File: src/rtl/hdr_pkg.sv
package hdr_pkg;
   typedef enum logic [1:0] {
      OP_LOAD    = 2'd0,
      OP_HEAT_ON = 2'd1,
      OP_HEAT_OFF= 2'd2,
      OP_STATUS  = 2'd3
   } hdr_op_e;

   function automatic int unsigned half_cycles(input longint unsigned clk_hz,
                                               input longint unsigned sclk_hz);
      return int'((clk_hz + 2 * sclk_hz - 1) / (2 * sclk_hz));
   endfunction
endpackage

File: src/rtl/hdr_tick.sv
module hdr_tick #(
   parameter int unsigned PERIOD = 100
) (
   input  logic clk,
   input  logic rst,
   output logic tick
);
   localparam int unsigned CW = (PERIOD > 2) ? $clog2(PERIOD) : 1;

   generate
      if (PERIOD < 2) begin : g_bad_period
         $error("hdr_tick: PERIOD must be at least 2");
      end
   endgenerate

   logic [CW-1:0] cnt;

   assign tick = (cnt == CW'(PERIOD - 1));

   always_ff @(posedge clk) begin
      if (rst)       cnt <= '0;
      else if (tick) cnt <= '0;
      else           cnt <= cnt + 1'b1;
   end
endmodule

File: src/rtl/hdr_spi_tx.sv
module hdr_spi_tx #(
   parameter int unsigned FRAME_W = 24,
   parameter int unsigned HALF    = 4
) (
   input  logic               clk,
   input  logic               rst,
   input  logic               start,
   input  logic [FRAME_W-1:0] frame,
   output logic               active,
   output logic               done,
   output logic               sclk,
   output logic               sync_n,
   output logic               mosi
);
   localparam int unsigned DIV_W = $clog2(HALF + 1);
   localparam int unsigned BIT_W = $clog2(FRAME_W);

   generate
      if (HALF < 1) begin : g_bad_half
         $error("hdr_spi_tx: HALF must be at least 1");
      end
      if (FRAME_W < 2) begin : g_bad_frame
         $error("hdr_spi_tx: FRAME_W must be at least 2");
      end
   endgenerate

   typedef enum logic [1:0] {ST_IDLE, ST_HIGH, ST_LOW, ST_GAP} st_e;

   st_e                st;
   logic [DIV_W-1:0]   div;
   logic [BIT_W-1:0]   bitn;
   logic [FRAME_W-1:0] sh;
   logic               div_end;

   assign div_end = (div == DIV_W'(HALF - 1));
   assign active  = (st != ST_IDLE);
   assign mosi    = sh[FRAME_W-1];

   always_ff @(posedge clk) begin
      if (rst) begin
         st     <= ST_IDLE;
         div    <= '0;
         bitn   <= '0;
         sh     <= '0;
         sclk   <= 1'b1;
         sync_n <= 1'b1;
         done   <= 1'b0;
      end else begin
         done <= 1'b0;
         case (st)
            ST_IDLE: begin
               if (start) begin
                  sh     <= frame;
                  sync_n <= 1'b0;
                  div    <= '0;
                  bitn   <= '0;
                  st     <= ST_HIGH;
               end
            end
            ST_HIGH: begin
               if (div_end) begin
                  div  <= '0;
                  sclk <= 1'b0;
                  st   <= ST_LOW;
               end else begin
                  div <= div + 1'b1;
               end
            end
            ST_LOW: begin
               if (div_end) begin
                  div  <= '0;
                  sclk <= 1'b1;
                  if (bitn == BIT_W'(FRAME_W - 1)) begin
                     sync_n <= 1'b1;
                     st     <= ST_GAP;
                  end else begin
                     bitn <= bitn + 1'b1;
                     sh   <= {sh[FRAME_W-2:0], 1'b0};
                     st   <= ST_HIGH;
                  end
               end else begin
                  div <= div + 1'b1;
               end
            end
            default: begin
               if (div_end) begin
                  div  <= '0;
                  done <= 1'b1;
                  st   <= ST_IDLE;
               end else begin
                  div <= div + 1'b1;
               end
            end
         endcase
      end
   end
endmodule

File: src/rtl/hdr_regs.sv
module hdr_regs
   import hdr_pkg::*;
#(
   parameter int unsigned          VAL_W   = 14,
   parameter int unsigned          MODE_W  = 2,
   parameter int unsigned          PAD_W   = 8,
   parameter logic [MODE_W-1:0]    PD_CODE = 2'b01,
   parameter int unsigned          CNT_W   = 16,
   parameter bit                   CNT_SAT = 1'b0,
   localparam int unsigned         FRAME_W = MODE_W + VAL_W + PAD_W,
   localparam int unsigned         RSP_W   = CNT_W + 2 + VAL_W
) (
   input  logic               clk,
   input  logic               rst,
   input  logic               cmd_valid,
   input  logic [1:0]         cmd_op,
   input  logic [VAL_W-1:0]   cmd_data,
   input  logic               tick,
   input  logic               spi_active,
   input  logic               spi_done,
   output logic               start,
   output logic [FRAME_W-1:0] frame,
   output logic               rsp_valid,
   output logic [RSP_W-1:0]   rsp_data,
   output logic               stat_enabled,
   output logic [VAL_W-1:0]   stat_value,
   output logic               stat_busy,
   output logic [CNT_W-1:0]   stat_refresh_cnt
);
   logic [VAL_W-1:0] setp;
   logic             heat_on;
   logic             pend_chg;
   logic             pend_per;
   logic             cur_per;
   logic             chg_ev;
   logic [VAL_W-1:0] val_field;
   logic [CNT_W-1:0] cnt_next;
   hdr_op_e          op;

   assign op = hdr_op_e'(cmd_op);

   always_comb begin
      chg_ev = 1'b0;
      if (cmd_valid) begin
         case (op)
            OP_LOAD:     chg_ev = (cmd_data != setp);
            OP_HEAT_ON:  chg_ev = !heat_on;
            OP_HEAT_OFF: chg_ev = heat_on;
            default:     chg_ev = 1'b0;
         endcase
      end
   end

   assign start     = !spi_active && (pend_chg || pend_per);
   assign val_field = heat_on ? setp : '0;
   assign frame     = {(heat_on ? MODE_W'(0) : PD_CODE), val_field, PAD_W'(0)};

   generate
      if (CNT_SAT) begin : g_cnt_sat
         assign cnt_next = (&stat_refresh_cnt) ? stat_refresh_cnt
                                               : stat_refresh_cnt + 1'b1;
      end else begin : g_cnt_wrap
         assign cnt_next = stat_refresh_cnt + 1'b1;
      end
   endgenerate

   assign stat_enabled = heat_on;
   assign stat_busy    = spi_active || pend_chg || pend_per;

   always_ff @(posedge clk) begin
      if (rst) begin
         setp             <= '0;
         heat_on          <= 1'b0;
         pend_chg         <= 1'b0;
         pend_per         <= 1'b0;
         cur_per          <= 1'b0;
         stat_value       <= '0;
         stat_refresh_cnt <= '0;
         rsp_valid        <= 1'b0;
         rsp_data         <= '0;
      end else begin
         if (cmd_valid && op == OP_LOAD)     setp    <= cmd_data;
         if (cmd_valid && op == OP_HEAT_ON)  heat_on <= 1'b1;
         if (cmd_valid && op == OP_HEAT_OFF) heat_on <= 1'b0;

         pend_chg <= (pend_chg && !start) || chg_ev;
         pend_per <= (pend_per && !start) || tick;

         if (start) begin
            cur_per    <= pend_per;
            stat_value <= val_field;
         end
         if (spi_done && cur_per) stat_refresh_cnt <= cnt_next;

         rsp_valid <= cmd_valid && (op == OP_STATUS);
         if (cmd_valid && op == OP_STATUS)
            rsp_data <= {stat_refresh_cnt, stat_busy, heat_on, stat_value};
      end
   end
endmodule

File: src/rtl/heat_dac_refresh.sv
module heat_dac_refresh #(
   parameter longint unsigned   CLK_HZ      = 100_000_000,
   parameter longint unsigned   SCLK_MAX_HZ = 1_000_000,
   parameter longint unsigned   REFRESH_HZ  = 1,
   parameter int unsigned       VAL_W       = 14,
   parameter int unsigned       MODE_W      = 2,
   parameter int unsigned       PAD_W       = 8,
   parameter logic [MODE_W-1:0] PD_CODE     = 2'b01,
   parameter int unsigned       CNT_W       = 16,
   parameter bit                CNT_SAT     = 1'b0
) (
   input  logic                       clk,
   input  logic                       rst,
   input  logic                       cmd_valid,
   input  logic [1:0]                 cmd_op,
   input  logic [VAL_W-1:0]           cmd_data,
   output logic                       rsp_valid,
   output logic [CNT_W+2+VAL_W-1:0]   rsp_data,
   output logic                       stat_enabled,
   output logic [VAL_W-1:0]           stat_value,
   output logic                       stat_busy,
   output logic [CNT_W-1:0]           stat_refresh_cnt,
   output logic                       dac_sclk,
   output logic                       dac_sync_n,
   output logic                       dac_mosi
);
   localparam int unsigned FRAME_W        = MODE_W + VAL_W + PAD_W;
   localparam int unsigned HALF           = hdr_pkg::half_cycles(CLK_HZ, SCLK_MAX_HZ);
   localparam int unsigned REFRESH_CYCLES = int'(CLK_HZ / REFRESH_HZ);
   localparam int unsigned FRAME_CYCLES   = (2 * FRAME_W + 1) * HALF + 1;

   generate
      if (SCLK_MAX_HZ == 0 || REFRESH_HZ == 0) begin : g_bad_rate
         $error("heat_dac_refresh: rates must be non-zero");
      end
      if (REFRESH_CYCLES <= FRAME_CYCLES) begin : g_bad_period
         $error("heat_dac_refresh: refresh period shorter than one frame");
      end
   endgenerate

   logic               tick;
   logic               start;
   logic               spi_active;
   logic               spi_done;
   logic [FRAME_W-1:0] frame;

   hdr_tick #(.PERIOD(REFRESH_CYCLES)) u_tick (
      .clk  (clk),
      .rst  (rst),
      .tick (tick)
   );

   hdr_regs #(
      .VAL_W   (VAL_W),
      .MODE_W  (MODE_W),
      .PAD_W   (PAD_W),
      .PD_CODE (PD_CODE),
      .CNT_W   (CNT_W),
      .CNT_SAT (CNT_SAT)
   ) u_regs (
      .clk              (clk),
      .rst              (rst),
      .cmd_valid        (cmd_valid),
      .cmd_op           (cmd_op),
      .cmd_data         (cmd_data),
      .tick             (tick),
      .spi_active       (spi_active),
      .spi_done         (spi_done),
      .start            (start),
      .frame            (frame),
      .rsp_valid        (rsp_valid),
      .rsp_data         (rsp_data),
      .stat_enabled     (stat_enabled),
      .stat_value       (stat_value),
      .stat_busy        (stat_busy),
      .stat_refresh_cnt (stat_refresh_cnt)
   );

   hdr_spi_tx #(.FRAME_W(FRAME_W), .HALF(HALF)) u_spi (
      .clk    (clk),
      .rst    (rst),
      .start  (start),
      .frame  (frame),
      .active (spi_active),
      .done   (spi_done),
      .sclk   (dac_sclk),
      .sync_n (dac_sync_n),
      .mosi   (dac_mosi)
   );
endmodule

File: config.mk
export PLATFORM = sky130hd
export DESIGN_NAME = heat_dac_refresh
export DESIGN_NICKNAME = d
export VERILOG_FILES = /design/src/rtl/hdr_pkg.sv /design/src/rtl/hdr_tick.sv /design/src/rtl/hdr_spi_tx.sv /design/src/rtl/hdr_regs.sv /design/src/rtl/heat_dac_refresh.sv
export SDC_FILE = /design/constraint.sdc
export NUM_CORES = 1
export LEC_CHECK = 0
export BUFFER_PORTS_ARGS = -buffer_cell sky130_fd_sc_hd__buf_2
export CORE_MARGIN = 1
export CORE_UTILIZATION = 43
export DETAILED_ROUTE_END_ITERATION = 8
export PLACE_DENSITY = 0.69
export SLEW_MARGIN = 30
export SYNTH_ARGS = -nofsm -noshare
export SYNTH_HDL_FRONTEND = slang
export SYNTH_SLANG_ARGS = --single-unit
File: constraint.sdc
create_clock -name clk -period 1.9 [get_ports clk]
set_input_delay 0.19 -clock clk [delete_from_list [all_inputs] [get_ports clk]]
set_output_delay 0.19 -clock clk [all_outputs]
set_load 0.01 [all_outputs]
# After elaboration in Yosys (flattened, before gate mapping)
# Cells that the tools add are included.
# classes
n_reduce_logical,29
n_addsub,4
n_mux,29
eq_ne,14
# ops
operator,n
$mux W24,3
$pmux W24 S2,1
$add A27 B1 Y27 const B,1
$eq A27 B27 Y1 const B,1
$mux W6,3
$add A16 B1 Y16 const B,1
$mux W5,3
$mux W14,1
$ne A14 B14 Y1,1
$reduce_and A4 Y1,3
$mux W2,5
$pmux W5 S2,1
$logic_and A1 B1 Y1,8
$mux W1,8
$reduce_bool A2 Y1,4
$add A6 B1 Y6 const B,1
$eq A2 B2 Y1 const B,3
$eq A6 B6 Y1 const B,1
$ne A2 B1 Y1 const B,3
$pmux W2 S3,1
$add A5 B1 Y5 const B,1
$eq A5 B5 Y1 const B,1
$logic_or A1 B1 Y1,5
$eq A2 B1 Y1 const B,2
other kinds (8),14
# totals
output_inout_bits,68
input_bits,19
word_cells,93
register_bits,148

# Logic depth before layout (Yosys ltp)
# logic_depth
depth_word,6
depth_mapped,8
depth_no_buf,7

# Hierarchy
# Synthesis repeated with hierarchy kept, for this count alone.
# unflattened
hier_cells,804
area_unflattened_um2,6575.1
# modules_own_cells
mod,instances,area_per_inst_um2,seq_area_each_um2,cells_per_inst
hdr_regs,1,3275.6,1621.6,412
hdr_spi_tx,1,1965.6,800.8,231
hdr_tick,1,1333.8,540.5,161

# Least setup slack after synthesis
# No wires, ideal clock.
# synth_path
kind,register to register
start,reg u_spi.st[0]
end,reg u_spi.st[1]
stages_incl_launch_ff,8
required_time_ns,1.809
synth_period_minus_slack_ns,1.652
n_path_buf,0
arrival_ns,1.561
path_slack_ns,0.248
setup_time_ns,0.091
cell_sequence,dfxtp_1 > inv_1 > ha_1 > nor2b_1 > nand2b_1 > a21oi_1 > a21oi_1 > a311oi_1
# synth_via
elab_chain_len,5
word_cells_on_any_way,12
classes_between,eq/ne: 5; mux: 1; reduce/logical: 6
# synth_lines
element,line,rtl
"start, declared",hdr_spi_tx.sv:29,st_e st;
"start signal, assigned",hdr_spi_tx.sv:41,st <= ST_IDLE;
"start signal, assigned",hdr_spi_tx.sv:57,st <= ST_HIGH;
"start signal, assigned",hdr_spi_tx.sv:64,st <= ST_LOW;
$reduce_bool A2 Y1,hdr_spi_tx.sv:36,assign active = (st != ST_IDLE);
$logic_not A1 Y1,hdr_regs.sv:54,assign start = !spi_active && (pend_chg || pend_per);
$logic_and A1 B1 Y1,hdr_regs.sv:54,
$ne A2 B2 Y1 (no source line),n/a,
$reduce_and A4 Y1 (no source line),n/a,
# Several ways; a longest one is shown, not always the timed one.
# A chain may end at the register's enable or synchronous reset.

# Final worst setup path
# layout_path
start,reg u_spi.bitn[1]
end,reg u_spi.sh[22]
# layout_via
elab_chain_len,3
# layout_lines
element,line,rtl
"start, declared",hdr_spi_tx.sv:31,logic [BIT_W-1:0] bitn;
"start signal, assigned",hdr_spi_tx.sv:77,bitn <= bitn + 1'b1;
$eq A5 B5 Y1,hdr_spi_tx.sv:73,if (bitn == BIT_W'(FRAME_W - 1)) begin
$ne A2 B2 Y1 (no source line),n/a,
$reduce_and A4 Y1 (no source line),n/a,
"end signal, assigned",hdr_spi_tx.sv:53,sh <= frame;
"end signal, assigned",hdr_spi_tx.sv:78,"sh <= {sh[FRAME_W-2:0], 1'b0};"
"end, declared",hdr_spi_tx.sv:32,logic [FRAME_W-1:0] sh;
# Every way passes these cells.

==> results by group <==
Logic synthesis
  – Asr flop ratio synth: 0
  – Synth Net Count: about 750
  – Register area share after synthesis: 0.467
  – Syn avg cell area: 8.28 um^2
  – EDFF count, synth: 0
  – Post-synth cell types: 48
  – Synth Register Bits: 140
  – Post-synthesis cell area: between 0.006 and 0.007 mm^2
  – Most used DFF post-synth: dfxtp_1
  – Yosys warns: 0
  – Syn Inst Count: ~730

Min path
  – Cells on Worst Hold Path: 3
  – Min-Delay Path Class: primary input to flop
  – Hold Path Origin: cmd_data[6]

Placement
  – I/O Buffers: between 80 and 90
  – DP Area: around 0.0067 mm^2
  – Dpl hpwl: 9370 um
  – Placer Congestion: ~0.82
  – Placed insts: 976

Global routing
  – GR Util All Layers: 0.201
  – Vias in the first global route: between 4000 and 5000
  – Grt total ovfl: 0
  – Largest net degree at the start of global routing: 40
  – Initial antenna violation count: 0
  – First-pass GRT wire length: between 20000 and 25000 um

Worst setup path
  – Critical-path cell list: ha_2 -> nand4b_1 -> a41oi_4 -> nor2_2 -> a211oi_2
  – CP endpoint kind: flop
  – Worst Path Arrival: approximately 2.2 ns
  – Setup CP Type: flop to flop
  – Slowest-stage cell, CP: a41oi_4
  – Critical path fanouts, max: 7
  – Worst path required time: approximately 2.2 ns
  – Crit path launch type: flop
  – R2R Path Start: u_spi.bitn[1]
  – CP Depth: 5
  – Largest delay contributor family on the critical path: compound AO/OA/AOI/OAI gates
  – WP buf/inv: 0
  – Critical Path Start: u_spi.bitn[1]
  – Max incr delay on CP: 0.51 ns
  – Reg2Reg Depth: 5

CTS
  – CTS Buffer Depth: 2
  – Clock sinks: 140
  – Clock root cell: clkbuf_16
  – CTS tree: built
  – Reg clk slew, reported paths: about 0.060 ns
  – Worst skew pair latency: between 0.4 and 0.5 ns
  – # H-tree levels: 4
  – Num CTS Buffers: 17

Timing
  – Setup TNS: 0 ns
  – Slew Viols, Final: 0
  – Slew HR: 0.605
  – Tcrit/Tclk final: 0.965
  – Hold slack final: roughly 0.033 ns
  – Worst Skew: about 0.012 ns
  – Setup violations, final: 0
  – Fin. Hold Viols: 0
  – Minimum clock period: approximately 1.8 ns
  – RSZ-0062 raised after global routing: true
  – Fmax: around 0.55 GHz
  – Least-Margin Pin Slew: approximately 0.59 ns

Detailed routing
  – DR vias: 5153
  – First DRT Iteration DRCs: between 300 and 400
  – TritonRoute pass-1 iters: 5
  – Via density: ~5
  – Post-route ant nets: 0
  – Wire per inst: around 14 um
  – Total wire length: between 10000 and 15000 um
  – Residual DRC: 0

Floorplan
  – Initial Util: 0.446
  – Die height: about 120 um
  – IO Count: between 80 and 90
  – Die width: around 120 um
  – Die ar.: between 0.01 and 0.015 mm^2
  – Number of core rows: 42
  – Core area: between 0.01 and 0.015 mm^2

Cells and area
  – Finished Cell Area: about 0.0073 mm^2
  – Final net count: 850
  – Final cell count without fillers: about 1000
  – Diode count: 0
  – Layout fillers: approximately 1300
  – Layout cells sized above 1: 0.209
  – Synthesis-to-finish area growth: 21.8%

Status
  – Status: finished clean

Pwr
  – Max IR drop VDD: 583 uV
  – Lkg Pwr: ~2.8 nW
  – Total Power: around 7.6 mW
  – Pwr dens: about 1000 mW/mm^2

Flow run
  – Max Cap Viol: 0
## registers in the layout (all words and copies together) (netlist names), 5 cells and up
signal / cells
u_regs.stat_value: 14
u_spi.sh: 16
u_regs.setp: 14
u_regs.stat_refresh_cnt: 16
u_tick.cnt: 27
u_regs.rsp_data: 32
u_spi.div: 6
u_spi.bitn: 5
## cell families after synthesis
| logic type | synth area share |
|---|---|
| xor gates and xnor gates | 0.0802 |
| DFF | 0.467 |
| and+or+nand+nor | 0.269 |
| AOI/OAI and AO/OA | 0.126 |
| adders and majority gates | 0.0167 |
| buffers and inverters | 0.0375 |
| muxes | 0.00333 |
## layout by cell type (no fill, tap or decap), types with 9 or more instances in the layout
cell type and count:
nand2_1 147, dfxtp_1 140, nor2_1 90, a21oi_1 85, buf_2 85, nand3_1 39, buf_4 31, xor2_1 30
xnor2_1 25, nand4_1 17, clkbuf_16 17, nor3_1 10, inv_1 9, a211oi_1 9
## path summary, 6_finish.rpt
check	to	slack, ns
max	u_spi.sh[22]	0.07
min	u_regs.setp[6]	0.03
max reg2reg	u_spi.sh[22]	0.07
min reg2reg	u_regs.rsp_data[0]	0.45
## tightest hold or removal path, stage by stage
cell and delay (ns):
buf_2 0.11, nand2_1 0.05, a21oi_1 0.05
## synth_stat cells, types with 3 or more instances
cell type	number	area (um^2)
nand2_1	147	552
dfxtp_1	140	2800
nor2_1	91	342
a21oi_1	86	430
nand3_1	39	195
xor2_1	30	263
clkbuf_1	29	109
xnor2_1	25	219
nand4_1	17	106
a211oi_1	10	75.1
nor3_1	10	50.1
inv_1	9	33.8
and3_1	8	50.1
ha_1	8	100
a211oi_2	6	75.1
o21ai_0	6	30.0
buf_6	5	56.3
nor4_1	5	31.3
nor2b_1	4	25.0
a311oi_1	3	26.3
a31oi_1	3	18.8
buf_1	3	11.3
buf_2	3	15.0
nor2_2	3	18.8
or3_1	3	18.8
## area by class of cell
type | count | area (um^2) | share of cell area
well taps | 176 | 220 | 0.0301
repair buffers | 117 | 673 | 0.0920
flip-flops and latches | 140 | 2800 | 0.383
inverters | 9 | 33.8 | 0.00462
clock inverters | 5 | 58.8 | 0.00804
clock buffers | 25 | 505 | 0.0691
multi-input cells | 538 | 3020 | 0.413
## through the flow
step | utilization | setup slack [ns]
finish | 0.544 | 0.0656
global route | 0.544 | -0.0115
CTS | 0.541 | 0.0281
detailed placement | 0.497 | -0.00577
global placement | 0.497 | 0.0282
floorplan | - | 0.248
## where the power goes
| part | internal [mW] | total, mW | leakage [nW] | switching [mW] |
|---|---|---|---|---|
| Clock | 1.96 | 3.14 | 0.271 | 1.18 |
| Sequential | 3.10 | 3.21 | 1.13 | 0.110 |
| Combinational | 0.489 | 1.29 | 1.44 | 0.797 |
| Total | 5.55 | 7.64 | 2.85 | 2.09 |
## layer usage
layer	wire length (um)	global-route usage	up-vias
met2	6450	0.329	99
li1	-	-	2651
met4	124	0.0602	0
met3	535	0.0524	8
met5	0	0	-
met1	6550	0.258	2395
## timing repair
item,in CTS,in global routing
gates resized for setup,4,8
buffers inserted,1,1
pin swaps,3,3
endpoints found under the setup margin,13,21
gates cloned,1,1
hold buffers,0,0
Note: power is estimated with default switching activity, not from simulation.
